## config.mk

```make
export PLATFORM = sky130hd
export DESIGN_NAME = sdr_datapath
export DESIGN_NICKNAME = d
export VERILOG_FILES = /design/src/rtl/sdr_dp_pkg.sv /design/src/rtl/sdr_dp_burst.sv /design/src/rtl/sdr_dp_rd_pipe.sv /design/src/rtl/sdr_dp_wr_cap.sv /design/src/rtl/sdr_datapath.sv
export SDC_FILE = /design/constraint.sdc
export NUM_CORES = 1
export LEC_CHECK = 0
export BUFFER_PORTS_ARGS = -buffer_cell sky130_fd_sc_hd__buf_2
export CAP_MARGIN = 30
export CELL_PAD_IN_SITES_DETAIL_PLACEMENT = 0
export CELL_PAD_IN_SITES_GLOBAL_PLACEMENT = 1
export CORE_UTILIZATION = 25
export DETAILED_ROUTE_END_ITERATION = 7
export PLACE_DENSITY = 0.62
export REMOVE_ABC_BUFFERS = 1
export SLEW_MARGIN = 20
export SYNTH_ARGS = -nofsm -noshare
export SYNTH_HDL_FRONTEND = slang
export SYNTH_SLANG_ARGS = --single-unit
```

## constraint.sdc

```tcl
create_clock -name clk -period 1.2 [get_ports clk]
set_input_delay 0.24 -clock clk [delete_from_list [all_inputs] [get_ports clk]]
set_output_delay 0.24 -clock clk [all_outputs]
set_load 0.01 [all_outputs]
```

## src/rtl/sdr_dp_pkg.sv

```systemverilog
`timescale 1ns/1ps
package sdr_dp_pkg;

    typedef enum logic [1:0] {
        BM_IDLE  = 2'd0,
        BM_READ  = 2'd1,
        BM_WRITE = 2'd2
    } burst_mode_e;

endpackage

```

## src/rtl/sdr_dp_burst.sv

```systemverilog
`timescale 1ns/1ps
module sdr_dp_burst
    import sdr_dp_pkg::*;
#(
    parameter int BLC_W = 2,
    parameter int REM_W = 3
) (
    input  logic             clk,
    input  logic             rst_n,
    input  logic [BLC_W-1:0] bl_code,
    input  logic             rd_cmd,
    input  logic             wr_cmd,
    input  logic             pre_cmd,
    input  logic             stop_cmd,
    output logic             rd_beat,
    output logic             wr_beat,
    output logic             rd_flush
);

    typedef struct packed {
        burst_mode_e      mode;
        logic [REM_W-1:0] rem;
    } burst_st_t;

    burst_st_t st_d, st_q;
    logic [REM_W-1:0] load_v;

    always_comb begin
        // beats left after the command beat: 2^code - 1
        load_v   = REM_W'((32'd1 << bl_code) - 32'd1);
        st_d     = st_q;
        rd_beat  = 1'b0;
        wr_beat  = 1'b0;
        rd_flush = 1'b0;
        if (wr_cmd) begin
            wr_beat   = 1'b1;
            rd_flush  = 1'b1;
            st_d.rem  = load_v;
            st_d.mode = (load_v != '0) ? BM_WRITE : BM_IDLE;
        end else if (rd_cmd) begin
            rd_beat   = 1'b1;
            st_d.rem  = load_v;
            st_d.mode = (load_v != '0) ? BM_READ : BM_IDLE;
        end else if (pre_cmd || stop_cmd) begin
            st_d.rem  = '0;
            st_d.mode = BM_IDLE;
        end else if (st_q.mode != BM_IDLE && st_q.rem != '0) begin
            rd_beat  = (st_q.mode == BM_READ);
            wr_beat  = (st_q.mode == BM_WRITE);
            st_d.rem = st_q.rem - 1'b1;
            if (st_q.rem == REM_W'(1)) begin
                st_d.mode = BM_IDLE;
            end
        end
    end

    always_ff @(posedge clk or negedge rst_n) begin
        if (!rst_n) begin
            st_q <= '{mode: BM_IDLE, rem: '0};
        end else begin
            st_q <= st_d;
        end
    end

endmodule

```

## src/rtl/sdr_dp_rd_pipe.sv

```systemverilog
`timescale 1ns/1ps
module sdr_dp_rd_pipe #(
    parameter int DQ_W    = 4,
    parameter int MIN_LAT = 2,
    parameter int MAX_LAT = 3,
    parameter int LSEL_W  = 1
) (
    input  logic              clk,
    input  logic              rst_n,
    input  logic [LSEL_W-1:0] lat_sel,
    input  logic              rd_beat,
    input  logic              rd_flush,
    input  logic              dqm,
    input  logic [DQ_W-1:0]   arr_rdata,
    output logic              dq_oe,
    output logic [DQ_W-1:0]   dq_out
);

    // one slot per cycle of latency beyond the output register
    localparam int NSLOT    = MAX_LAT - 1;
    localparam int TAP_BASE = MIN_LAT - 2;

    typedef struct packed {
        logic            valid;
        logic [DQ_W-1:0] data;
    } slot_t;

    typedef struct packed {
        slot_t [NSLOT-1:0] slot;
        logic              mask;
        logic              oe;
        logic [DQ_W-1:0]   dout;
    } pipe_st_t;

    pipe_st_t st_d, st_q;
    slot_t    tap;
    int       tap_idx;

    always_comb begin
        tap_idx = TAP_BASE + int'(lat_sel);
        tap     = '0;
        for (int i = 0; i < NSLOT; i++) begin
            if (i == tap_idx) begin
                tap = st_q.slot[i];
            end
        end

        st_d      = st_q;
        st_d.mask = dqm;
        st_d.oe   = tap.valid & ~st_q.mask;
        st_d.dout = (tap.valid & ~st_q.mask) ? tap.data : '0;

        st_d.slot[0].valid = rd_beat;
        st_d.slot[0].data  = rd_beat ? arr_rdata : '0;
        for (int i = 1; i < NSLOT; i++) begin
            st_d.slot[i] = st_q.slot[i-1];
        end

        if (rd_flush) begin
            st_d.slot = '0;
            st_d.oe   = 1'b0;
            st_d.dout = '0;
        end
    end

    always_ff @(posedge clk or negedge rst_n) begin
        if (!rst_n) begin
            st_q <= '0;
        end else begin
            st_q <= st_d;
        end
    end

    assign dq_oe  = st_q.oe;
    assign dq_out = st_q.dout;

endmodule

```

## src/rtl/sdr_dp_wr_cap.sv

```systemverilog
`timescale 1ns/1ps
module sdr_dp_wr_cap #(
    parameter int DQ_W = 4
) (
    input  logic            clk,
    input  logic            rst_n,
    input  logic            wr_beat,
    input  logic            dqm,
    input  logic [DQ_W-1:0] dq_in,
    output logic            wr_valid,
    output logic [DQ_W-1:0] wr_data
);

    typedef struct packed {
        logic            valid;
        logic [DQ_W-1:0] data;
    } cap_st_t;

    cap_st_t st_d, st_q;

    always_comb begin
        st_d.valid = wr_beat & ~dqm;
        st_d.data  = (wr_beat & ~dqm) ? dq_in : '0;
    end

    always_ff @(posedge clk or negedge rst_n) begin
        if (!rst_n) begin
            st_q <= '0;
        end else begin
            st_q <= st_d;
        end
    end

    assign wr_valid = st_q.valid;
    assign wr_data  = st_q.data;

endmodule

```

## src/rtl/sdr_datapath.sv

```systemverilog
`timescale 1ns/1ps
module sdr_datapath #(
    parameter int DQ_W        = 4,
    parameter int MIN_LAT     = 2,
    parameter int MAX_LAT     = 3,
    parameter int MAX_BL_CODE = 3
) (
    input  logic                                     clk,
    input  logic                                     rst_n,
    input  logic [$clog2(MAX_LAT-MIN_LAT+1)-1:0]     lat_sel,
    input  logic [$clog2(MAX_BL_CODE+1)-1:0]         bl_code,
    input  logic                                     rd_cmd,
    input  logic                                     wr_cmd,
    input  logic                                     pre_cmd,
    input  logic                                     stop_cmd,
    input  logic                                     dqm,
    input  logic [DQ_W-1:0]                          arr_rdata,
    input  logic [DQ_W-1:0]                          dq_in,
    output logic [DQ_W-1:0]                          dq_out,
    output logic                                     dq_oe,
    output logic [DQ_W-1:0]                          wr_data,
    output logic                                     wr_valid
);

    localparam int LSEL_W = $clog2(MAX_LAT-MIN_LAT+1);
    localparam int BLC_W  = $clog2(MAX_BL_CODE+1);
    localparam int REM_W  = (MAX_BL_CODE < 1) ? 1 : MAX_BL_CODE;

    logic rd_beat;
    logic wr_beat;
    logic rd_flush;

    sdr_dp_burst #(
        .BLC_W (BLC_W),
        .REM_W (REM_W)
    ) burst_i (
        .clk      (clk),
        .rst_n    (rst_n),
        .bl_code  (bl_code),
        .rd_cmd   (rd_cmd),
        .wr_cmd   (wr_cmd),
        .pre_cmd  (pre_cmd),
        .stop_cmd (stop_cmd),
        .rd_beat  (rd_beat),
        .wr_beat  (wr_beat),
        .rd_flush (rd_flush)
    );

    sdr_dp_rd_pipe #(
        .DQ_W    (DQ_W),
        .MIN_LAT (MIN_LAT),
        .MAX_LAT (MAX_LAT),
        .LSEL_W  (LSEL_W)
    ) rd_pipe_i (
        .clk       (clk),
        .rst_n     (rst_n),
        .lat_sel   (lat_sel),
        .rd_beat   (rd_beat),
        .rd_flush  (rd_flush),
        .dqm       (dqm),
        .arr_rdata (arr_rdata),
        .dq_oe     (dq_oe),
        .dq_out    (dq_out)
    );

    sdr_dp_wr_cap #(
        .DQ_W (DQ_W)
    ) wr_cap_i (
        .clk      (clk),
        .rst_n    (rst_n),
        .wr_beat  (wr_beat),
        .dqm      (dqm),
        .dq_in    (dq_in),
        .wr_valid (wr_valid),
        .wr_data  (wr_data)
    );

endmodule

```

# Word level (Yosys, flattened, before mapping)

Cells that the tools add are included.

Divide/modulo/power cells: 0
Shift operators: 1
$add $sub $neg: 2
Equality and inequality tests: 3
$mul: 0
Bitwise gates (word level): 4
Reduce and logical (&&, ||, !) cells: 9
Magnitude comparators: 0
Muxes and demuxes: 23

Operator list:

| kind                  | number |
|---|---|
| $mux W5               | 7 |
| $logic_not A32 Y1     | 1 |
| $mux W4               | 3 |
| $mux W1               | 10 |
| $mux W10              | 1 |
| $reduce_bool A4 Y1    | 2 |
| $reduce_bool A3 Y1    | 2 |
| $sub A3 B1 Y3 const B | 2 |
| $mux W2               | 2 |
| $eq A3 B1 Y1 const B  | 1 |
| $shl A1 B2 Y3 const A | 1 |
| $and A1 B1 Y1         | 2 |
| $eq A2 B1 Y1 const B  | 1 |
| $eq A2 B2 Y1 const B  | 1 |
| $not A1 Y1            | 2 |
| $reduce_and A2 Y1     | 1 |
| $reduce_bool A2 Y1    | 1 |
| $logic_and A1 B1 Y1   | 1 |
| $logic_or A1 B1 Y1    | 1 |

Register bits after elaboration: 26
Memories: 0
Bits of input ports: 18
Word-level logic and storage cells: 53
RAM bits: 0
Bits in latches: 0
Memory bits (read-only): 0

# Depth between registers and ports, before layout

Gate-level depths: netlist (run 1).

Depth in word-level cells: 8
Mapped depth: 5

# Cells and area by module

From an unflattened synthesis (run 1), not the netlist that was laid out.

Cells, all modules: 92
Area total of the unflattened synthesis: 1126.1 um^2

Modules (own cells, without submodules):

| module         | seq. area each (um^2) | times used | area an instance (um^2) | cells an instance |
|---|---|---|---|---|
| sdr_dp_rd_pipe | 400.4                 | 1          | 584.3                   | 42 |
| sdr_dp_burst   | 125.1                 | 1          | 375.4                   | 40 |
| sdr_dp_wr_cap  | 125.1                 | 1          | 166.4                   | 10 |

# Worst setup path before layout (run 1)

Ideal clock, no wire load.

Kind: reg-to-reg
From: register burst_i.st_q[0] (netlist name)
To: register burst_i.st_q[2] (netlist name)
Path buffers: 0
Library setup time: 0.119 ns
Path slack: -0.119 ns
Clock period less this slack: 1.319 ns
Stages on the path, launching flop included: 6
Required time: 1.081 ns
Data arrival time: 1.201 ns
Cell sequence: dfrtp_1 -> inv_1 -> ha_1 -> or2_2 -> a32o_1 -> o21a_1

Word-level cells in the longest chain between the ends: 5

RTL lines:

| what                   | RTL line           | source |
|---|---|---|
| start, declared        | sdr_dp_burst.sv:25 | `burst_st_t st_d, st_q;` |
| start signal, assigned | sdr_dp_burst.sv:59 | `st_q <= '{mode: BM_IDLE, rem: '0};` |
| start signal, assigned | sdr_dp_burst.sv:61 | `st_q <= st_d;` |
| $sub A3 B1 Y3          | sdr_dp_burst.sv:50 | `st_d.rem = st_q.rem - 1'b1;` |
| $mux W5                | sdr_dp_burst.sv:47 | `end else if (st_q.mode != BM_IDLE && st_q.rem != '0) begin` |
| $mux W5                | sdr_dp_burst.sv:44 | `end else if (pre_cmd \|\| stop_cmd) begin` |
| $mux W5                | sdr_dp_burst.sv:40 | `end else if (rd_cmd) begin` |
| $mux W5                | sdr_dp_burst.sv:35 | `if (wr_cmd) begin` |

Parallel ways exist; a longest one is shown, timed or not. The select of a mux whose other input is x is not followed.
A chain may end at the register's enable or synchronous reset.

# Worst setup path after layout (run 1)

Same ends and word-level chain as after synthesis.

==> results of run 1 <==
## layout by cell type, fill, tap and decap left out
cell type and count:
a41oi_2 2, nor2_2 2, o21ai_1 2, or3_1 1, o31ai_1 1, buf_6 3
o21a_1 2, ha_4 2, ha_1 1, a32o_1 1, nor2_1 8, dfrtp_1 26
buf_4 9, dlygate4sd3_1 1, nor3b_2 8, nand2b_1 1, clkbuf_8 3, inv_1 4
a2bb2oi_1 2, o311ai_4 1, o211ai_1 1, nor4_4 1, or2_4 1, nor2b_1 5
inv_2 2, nand2_1 1, o22ai_1 1, o31ai_2 1, o311ai_2 1, o21ai_2 1
nand2b_4 1, o21ai_0 2, buf_2 27, nor2b_4 1, bufinv_16 1, mux2i_1 5
## registers in the layout, indices dropped and copies added (netlist names)
register / count
wr_cap_i.wr_data: 4
rd_pipe_i.st_q: 11
wr_cap_i.wr_valid: 1
rd_pipe_i.dq_oe: 1
rd_pipe_i.dq_out: 4
burst_i.st_q: 5
## layer usage
layer | vias to the layer above | track usage [%] | share of wire, %
li1 | 401 | - | -
met1 | 410 | 13.5 | 45
met2 | 23 | 17.9 | 50
met3 | 0 | 2.76 | 4.4
met4 | 0 | 2.04 | 0
met5 | - | 0 | 0
## layout make-up
| type | instances | area [µm²] |
|---|---|---|
| clock inverters | 1 | 30.0 |
| multi-input cells | 56 | 541 |
| repair buffers | 40 | 246 |
| flip-flops and latches | 26 | 651 |
| clock buffers | 3 | 41.3 |
| well taps | 52 | 65.1 |
| fillers | 411 | 2760 |
| inverters | 6 | 22.5 |
## stage by stage
step / util [%] / instance area (µm²) / hold slack (ps) / total power (µW) / setup TNS, ps
after floorplan: - / 1080 / -55.6 / 1030 / -967
after global placement: 30.9 / 1350 / 261 / 1150 / -1240
after detailed placement: 30.9 / 1350 / 281 / 1160 / -1710
after CTS: 34.1 / 1480 / 143 / 1930 / -730
after global routing: 36.7 / 1600 / 154 / 2050 / -1290
final: 36.7 / 1600 / 172 / 1940 / -418
## power groups by stage
stage	clock, µW	sequential [µW]	combinational (µW)
floorplan	0	948	86.8
global placement	0	944	208
detailed placement	0	945	215
CTS	754	929	248
global route	801	937	315
finish	722	934	286
## worst max path at each step
| stage | start | endpoint | slack [ps] | cells after the start |
|---|---|---|---|---|
| after floorplan | burst_i.st_q[0]$_DFFE_PN0P_ | burst_i.st_q[2]$_DFFE_PN0P_ | -120 | 5 |
| after global placement | burst_i.st_q[0]$_DFFE_PN0P_ | burst_i.st_q[2]$_DFFE_PN0P_ | -110 | 5 |
| after detailed placement | burst_i.st_q[1]$_DFFE_PN0P_ | burst_i.st_q[0]$_DFFE_PN0P_ | -170 | 5 |
| after CTS | burst_i.st_q[1]$_DFFE_PN0P_ | burst_i.st_q[2]$_DFFE_PN0P_ | -60 | 5 |
| after global routing | burst_i.st_q[0]$_DFFE_PN0P_ | burst_i.st_q[0]$_DFFE_PN0P_ | -120 | 5 |
| final | burst_i.st_q[0]$_DFFE_PN0P_ | burst_i.st_q[2]$_DFFE_PN0P_ | -70 | 5 |
## cells by family after synthesis
| logic type | count (synthesis) |
|---|---|
| compound gates | 18 |
| fa+ha+maj | 3 |
| buf+inv | 13 |
| flops | 26 |
| mux | 5 |
| simple gates | 30 |
## timing repair
item,CTS,global route
endpoints found under the hold margin,26,0
endpoints found under the setup margin,14,15
resized for setup,10,22
setup buffers,3,0
pin swaps,3,10
hold buffers,1,0
cloned,0,0
==> results.md, run 1 <==
* Period utilization at 106%
* First-pass GRT wire length at just over 4000 µm
* Number of unique standard cell types used by synthesis at 25
* Hold Vio Cnt, Final at 0
* Mux cell area share after synthesis at under 10%
* Worst setup SP type: flip-flop
* CP Buf/Inv Count at 1
* Layout Cells excl Fill at 184
* Most common cell in the netlist: dfrtp_1
* Die H at 69.2 µm
* Max incr delay on CP at ~380 ps
* WP data arrival at 1440 ps
* WHS Path Cells at 1
* Synthesized area at 0.00113 mm²
* Tot GR Track Use at 10.5%
* Cells after synthesis at 95
* Synth Flop Type: dfrtp_1
* Die width at roughly 69 µm
* Min-Delay Path Class: in2reg
* Sequential element share of the synthesized area at between 50 and 60%
* H-tree depth at 1
* TritonCTS Buffers at 3
* Initial Utilization at approximately a quarter
* 1st-iter DRT viols at 45
* Pre-Repair DR Iteration Count at 4
* Vias in the first global route at just over 900
* Power share of the combinational group at ~15%
* #FFs+latches synth at 26
* WP data required at 1370 ps
* Total detailed-routing wirelength at 2310 µm
* RSZ-0062 raised after global routing: true
* Largest family of logic cells by synthesized area: simple AND/OR/NAND/NOR gates
* Setup slack, reg-to-reg at -70 ps
* Worst-path clk slew at 90 ps
* Ys async rst share at 100%
* Via Count at 834
* I/O pin cnt at 28
* Outcome: finished, violations left
* Placer Congestion at 0.759
* DP Worst Slack at -166 ps
* Post-synth top area share at 57.6%
* Hold path startpoint: dqm
* Slew Viols, Final at 0
* Worst vdd ir at 0.432 mV
* Failing checks: negative setup slack
* Sequential fraction of design power at roughly half
* Adder-Cell Fraction of Synth Area at 3.32%
* Placed insts at 176
* Critical setup path kind: reg2reg
* Clock power frac at between 30% and 40%
* IO Port Bufs at 27
* Final WS setup at -74.1 ps
* Row cnt at 24
* Synth Area in Compound Gates at 11.6%
* Post-synth EDFFs at 0
* Crit-path max FO at 3
* Slowest cell on the critical path: dfrtp_1
* Worst setup EP type: flip-flop
* Clock sinks at 26
* Pwr dens at 1220 mW/mm²
* Sw Ratio at approximately 23%
* Clock tree from TritonCTS: done
* Post-synth top area cell: dfrtp_1
* Int Pwr at 1490 µW
* Syn Area/Cell at 11.9 µm²
* Remaining global-route overflow at 0
* Xor-xnor portion of the synthesized cell area at 0%
* RR Startpoint: burst_i.st_q[0]$_DFFE_PN0P_
* WHS Endpoint: rd_pipe_i.st_q[5]$_DFF_PN0_
* Vias per cell at 4.53
* Main area contributors after synthesis: dfrtp_1 (58%), nor3b_1 (5.3%), mux2i_1 (4.4%)
* Max Clock Skew at 2.23 ps
* Share of cells above drive strength 1 at about 50%
* Clock buffer depth at 2
* Crit path time final at between 1000 and 1500 ps
* DRC errors left at 0
* Worst R2R Path Depth at 5
* LEAKAGE at 0.000752 µW
* Max-cap violations at 0
* Layout area overhead at 41.3%
* DP Wirelength at 1670 µm
* Initial antenna violation count at 0
* Synth warn at 0
* Diodes inserted at 0
* # nets final at ~150
* P_sw at ~450 µW
* Rel. slew slack at between 60% and 70%
* # setup viols final at 13
* FF-to-FF End: burst_i.st_q[2]$_DFFE_PN0P_
* Largest net degree at the start of global routing at 27
* Post-synth top cells: dfrtp_1 (26), nor2_1 (10), nor3b_1 (8)
* CTS root buf: clkbuf_8
* Critical-path cell list: inv_2, ha_4, or2_4, a32o_1, o21a_1
* Max Fclk at 785 MHz
* WL per Instance at 12.5 µm
* Crit path max-delay family: flip-flops
* Synth Area in Simple Gates at 16.4%
* Antenna Nets Post-Route at 0
* Clock latency at the later pin of the worst-skew pair at 270 ps
* Core area at 0.00435 mm²
* Die Area at 0.00479 mm²
* Least-Margin Pin Slew at between 500 and 600 ps
(Power assumes the default switching activity.)
==> inputs of run 2 (changes only) <==
--- a/config.mk
+++ b/config.mk
@@ -9,6 +9,7 @@
 export CAP_MARGIN = 30
 export CELL_PAD_IN_SITES_DETAIL_PLACEMENT = 0
 export CELL_PAD_IN_SITES_GLOBAL_PLACEMENT = 1
+export CORE_MARGIN = 3
 export CORE_UTILIZATION = 25
 export DETAILED_ROUTE_END_ITERATION = 7
 export PLACE_DENSITY = 0.62
==> run 2 against run 1 <==
Compared with the run above: the flow still finishes with violations (negative setup slack); hold slack got worse by 0.84 ps; combinational power is 3% lower; critical path depth is the same; register-to-register slack barely moved; clock power increased by 1%; highest routed layer is now met4; clock skew rose by 1.3 ps; critical endpoint unchanged; flip-flop and latch count unchanged; total power decreased by 0.34%.
==> results.md, run 2 (synthesis gave the netlist of run 1 again) <==
* Outcome: finished, violations left
* Failing checks: negative setup slack
* Worst-path clk slew at approximately 90 ps
* Min-Delay Path Class: in2reg
* Most frequent cells in the layout: buf_2 (27), dfrtp_1 (26), nor2_1 (8), nor3b_2 (8), buf_4 (8)
* First-pass GRT wire length at 4090 µm
* Die width at 73.2 µm
* Worst setup EP type: flip-flop
* Critical setup path kind: reg2reg
* # setup viols final at 12
* Initial antenna violation count at 0
* Via Count at 849
* Crit-path max FO at 3
* Hold path startpoint: dqm
* Int Pwr at 1490 µW
* Core area at 0.00417 mm²
* Initial Utilization at 27.1%
* Hold Vio Cnt, Final at 0
* Clock buffer depth at 2
* Layout area overhead at 37.9%
* Worst vdd ir at 0.465 mV
* Max incr delay on CP at between 300 and 400 ps
* Max Clock Skew at 3.54 ps
* Largest regs: rd_pipe_i.st_q x11, burst_i.st_q x5
* Max-cap violations at 0
* Sequential fraction of design power at 48.1%
* Largest net degree at the start of global routing at 27
* Least-Margin Pin Slew at 574 ps
* H-tree depth at 1
* I/O pin cnt at 28
* Power share of the combinational group at 14.2%
* Vias in the first global route at 918
* Clock latency at the later pin of the worst-skew pair at 270 ps
* Rel. slew slack at 61.8%
* WP data required at 1370 ps
* Most flops, register: rd_pipe_i.st_q
* Total detailed-routing wirelength at between 2000 and 2500 µm
* CP startpoint: burst_i.st_q[0]$_DFFE_PN0P_
* Sw Ratio at 23.1%
* Clock power frac at 37.7%
* WP data arrival at 1430 ps
* Largest register FFs at 11
* Slew Viols, Final at 0
* Worst setup SP type: flip-flop
* DP Wirelength at 1700 µm
* 1st-iter DRT viols at 51
* Vias per cell at 4.72
* Max Fclk at 789 MHz
* Die H at 73.2 µm
* CP Buf/Inv Count at 1
* Period utilization at 106%
* RSZ-0062 raised after global routing: true
* TritonCTS Buffers at 3
* LEAKAGE at 0.000742 µW
* Crit path time final at 1270 ps
* Placer Congestion at 0.769
* Diodes inserted at 0
* Final WS setup at -67.2 ps
* IO Port Bufs at 27
* Most common library cell in the layout ignoring fill and taps: buf_2
* Pre-Repair DR Iteration Count at 4
* Row cnt at 23
* Fin Setup TNS at -366 ps
* WL per Instance at 13.1 µm
* DRC errors left at 0
* Share of cells above drive strength 1 at 49.2%
* Clock tree from TritonCTS: done
* Placed insts at between 150 and 200
* Setup slack, reg-to-reg at -70 ps
* Antenna Nets Post-Route at 0
* RR Startpoint: burst_i.st_q[0]$_DFFE_PN0P_
* Slowest cell on the critical path: dfrtp_1
* P_sw at 447 µW
* Layout Cells excl Fill at 180
* Clock sinks at 26
* Critical-path cell list: inv_2, ha_4, or2_4, a32o_1, o21a_1
* Crit path max-delay family: flip-flops
* # nets final at 152
* Pwr dens at 1240 mW/mm²
* Remaining global-route overflow at 0
* Tot GR Track Use at 9.94%
* CTS root buf: clkbuf_8
* Die Area at 0.00536 mm²
[run 2: cell count changes in the layout (fill, tap and decap cells not counted), sizes merged]
| cell | previous run | this run |
|---|---|---|
| buf | 39 | 37 |
[run 2: power groups by stage]
stage               clock network (µW)  logic, µW  registers, µW
finish                             729        276            931
global route                       796        307            937
CTS                                754        269            930
floorplan                            0       86.8            948
global placement                     0        205            945
detailed placement                   0        213            946
[run 2: routing by layer]
| metal | GRT usage (%) | vias up | routed length [µm] |
|---|---|---|---|
| met5 | 0 | - | 0 |
| met4 | 3.48 | 0 | 29 |
| met3 | 3.17 | 6 | 133 |
| met2 | 17.3 | 21 | 1200 |
| met1 | 11.4 | 427 | 985 |
| li1 | - | 395 | - |
[run 2: path summary, 6_finish.rpt]
check / end / cells past startpoint
worst min-delay path: rd_pipe_i.st_q[5]$_DFF_PN0_ / 1
min in group asynchronous: rd_pipe_i.dq_out[3]$_DFF_PN0_ / 2
worst max-delay path: burst_i.st_q[2]$_DFFE_PN0P_ / 5
worst min register to register: rd_pipe_i.st_q[11]$_DFF_PN0_ / 1
worst max register to register: burst_i.st_q[2]$_DFFE_PN0P_ / 5
max in group asynchronous: wr_cap_i.wr_data[3]$_DFF_PN0_ / 2
[run 2: what timing repair did]
item | in CTS | in global routing
pin swaps | 8 | 4
hold endpoints to repair | 26 | 0
hold buffers | 1 | 0
gates resized for setup | 24 | 5
setup buffers | 2 | 0
endpoints found under the setup margin | 14 | 15
[run 2: area by class of cell]
class	instances	area [µm²]
multi-input cells	56	523
clock inverters	1	30.0
well taps	50	62.6
repair buffers	38	228
fillers	415	2620
flip-flops and latches	26	651
clock buffers	3	41.3
inverters	6	22.5
[run 2: per-stage QoR]
step | util, % | setup slack, ps | cell area [µm²] | hold WS (ps) | total power [µW]
floorplan | - | -119 | 1080 | -55.6 | 1030
global placement | 32.0 | -116 | 1340 | 260 | 1150
detailed placement | 32.0 | -165 | 1340 | 287 | 1160
CTS | 36.9 | -49.6 | 1540 | 150 | 1950
global route | 37.3 | -114 | 1560 | 159 | 2040
finish | 37.3 | -67.2 | 1560 | 171 | 1940
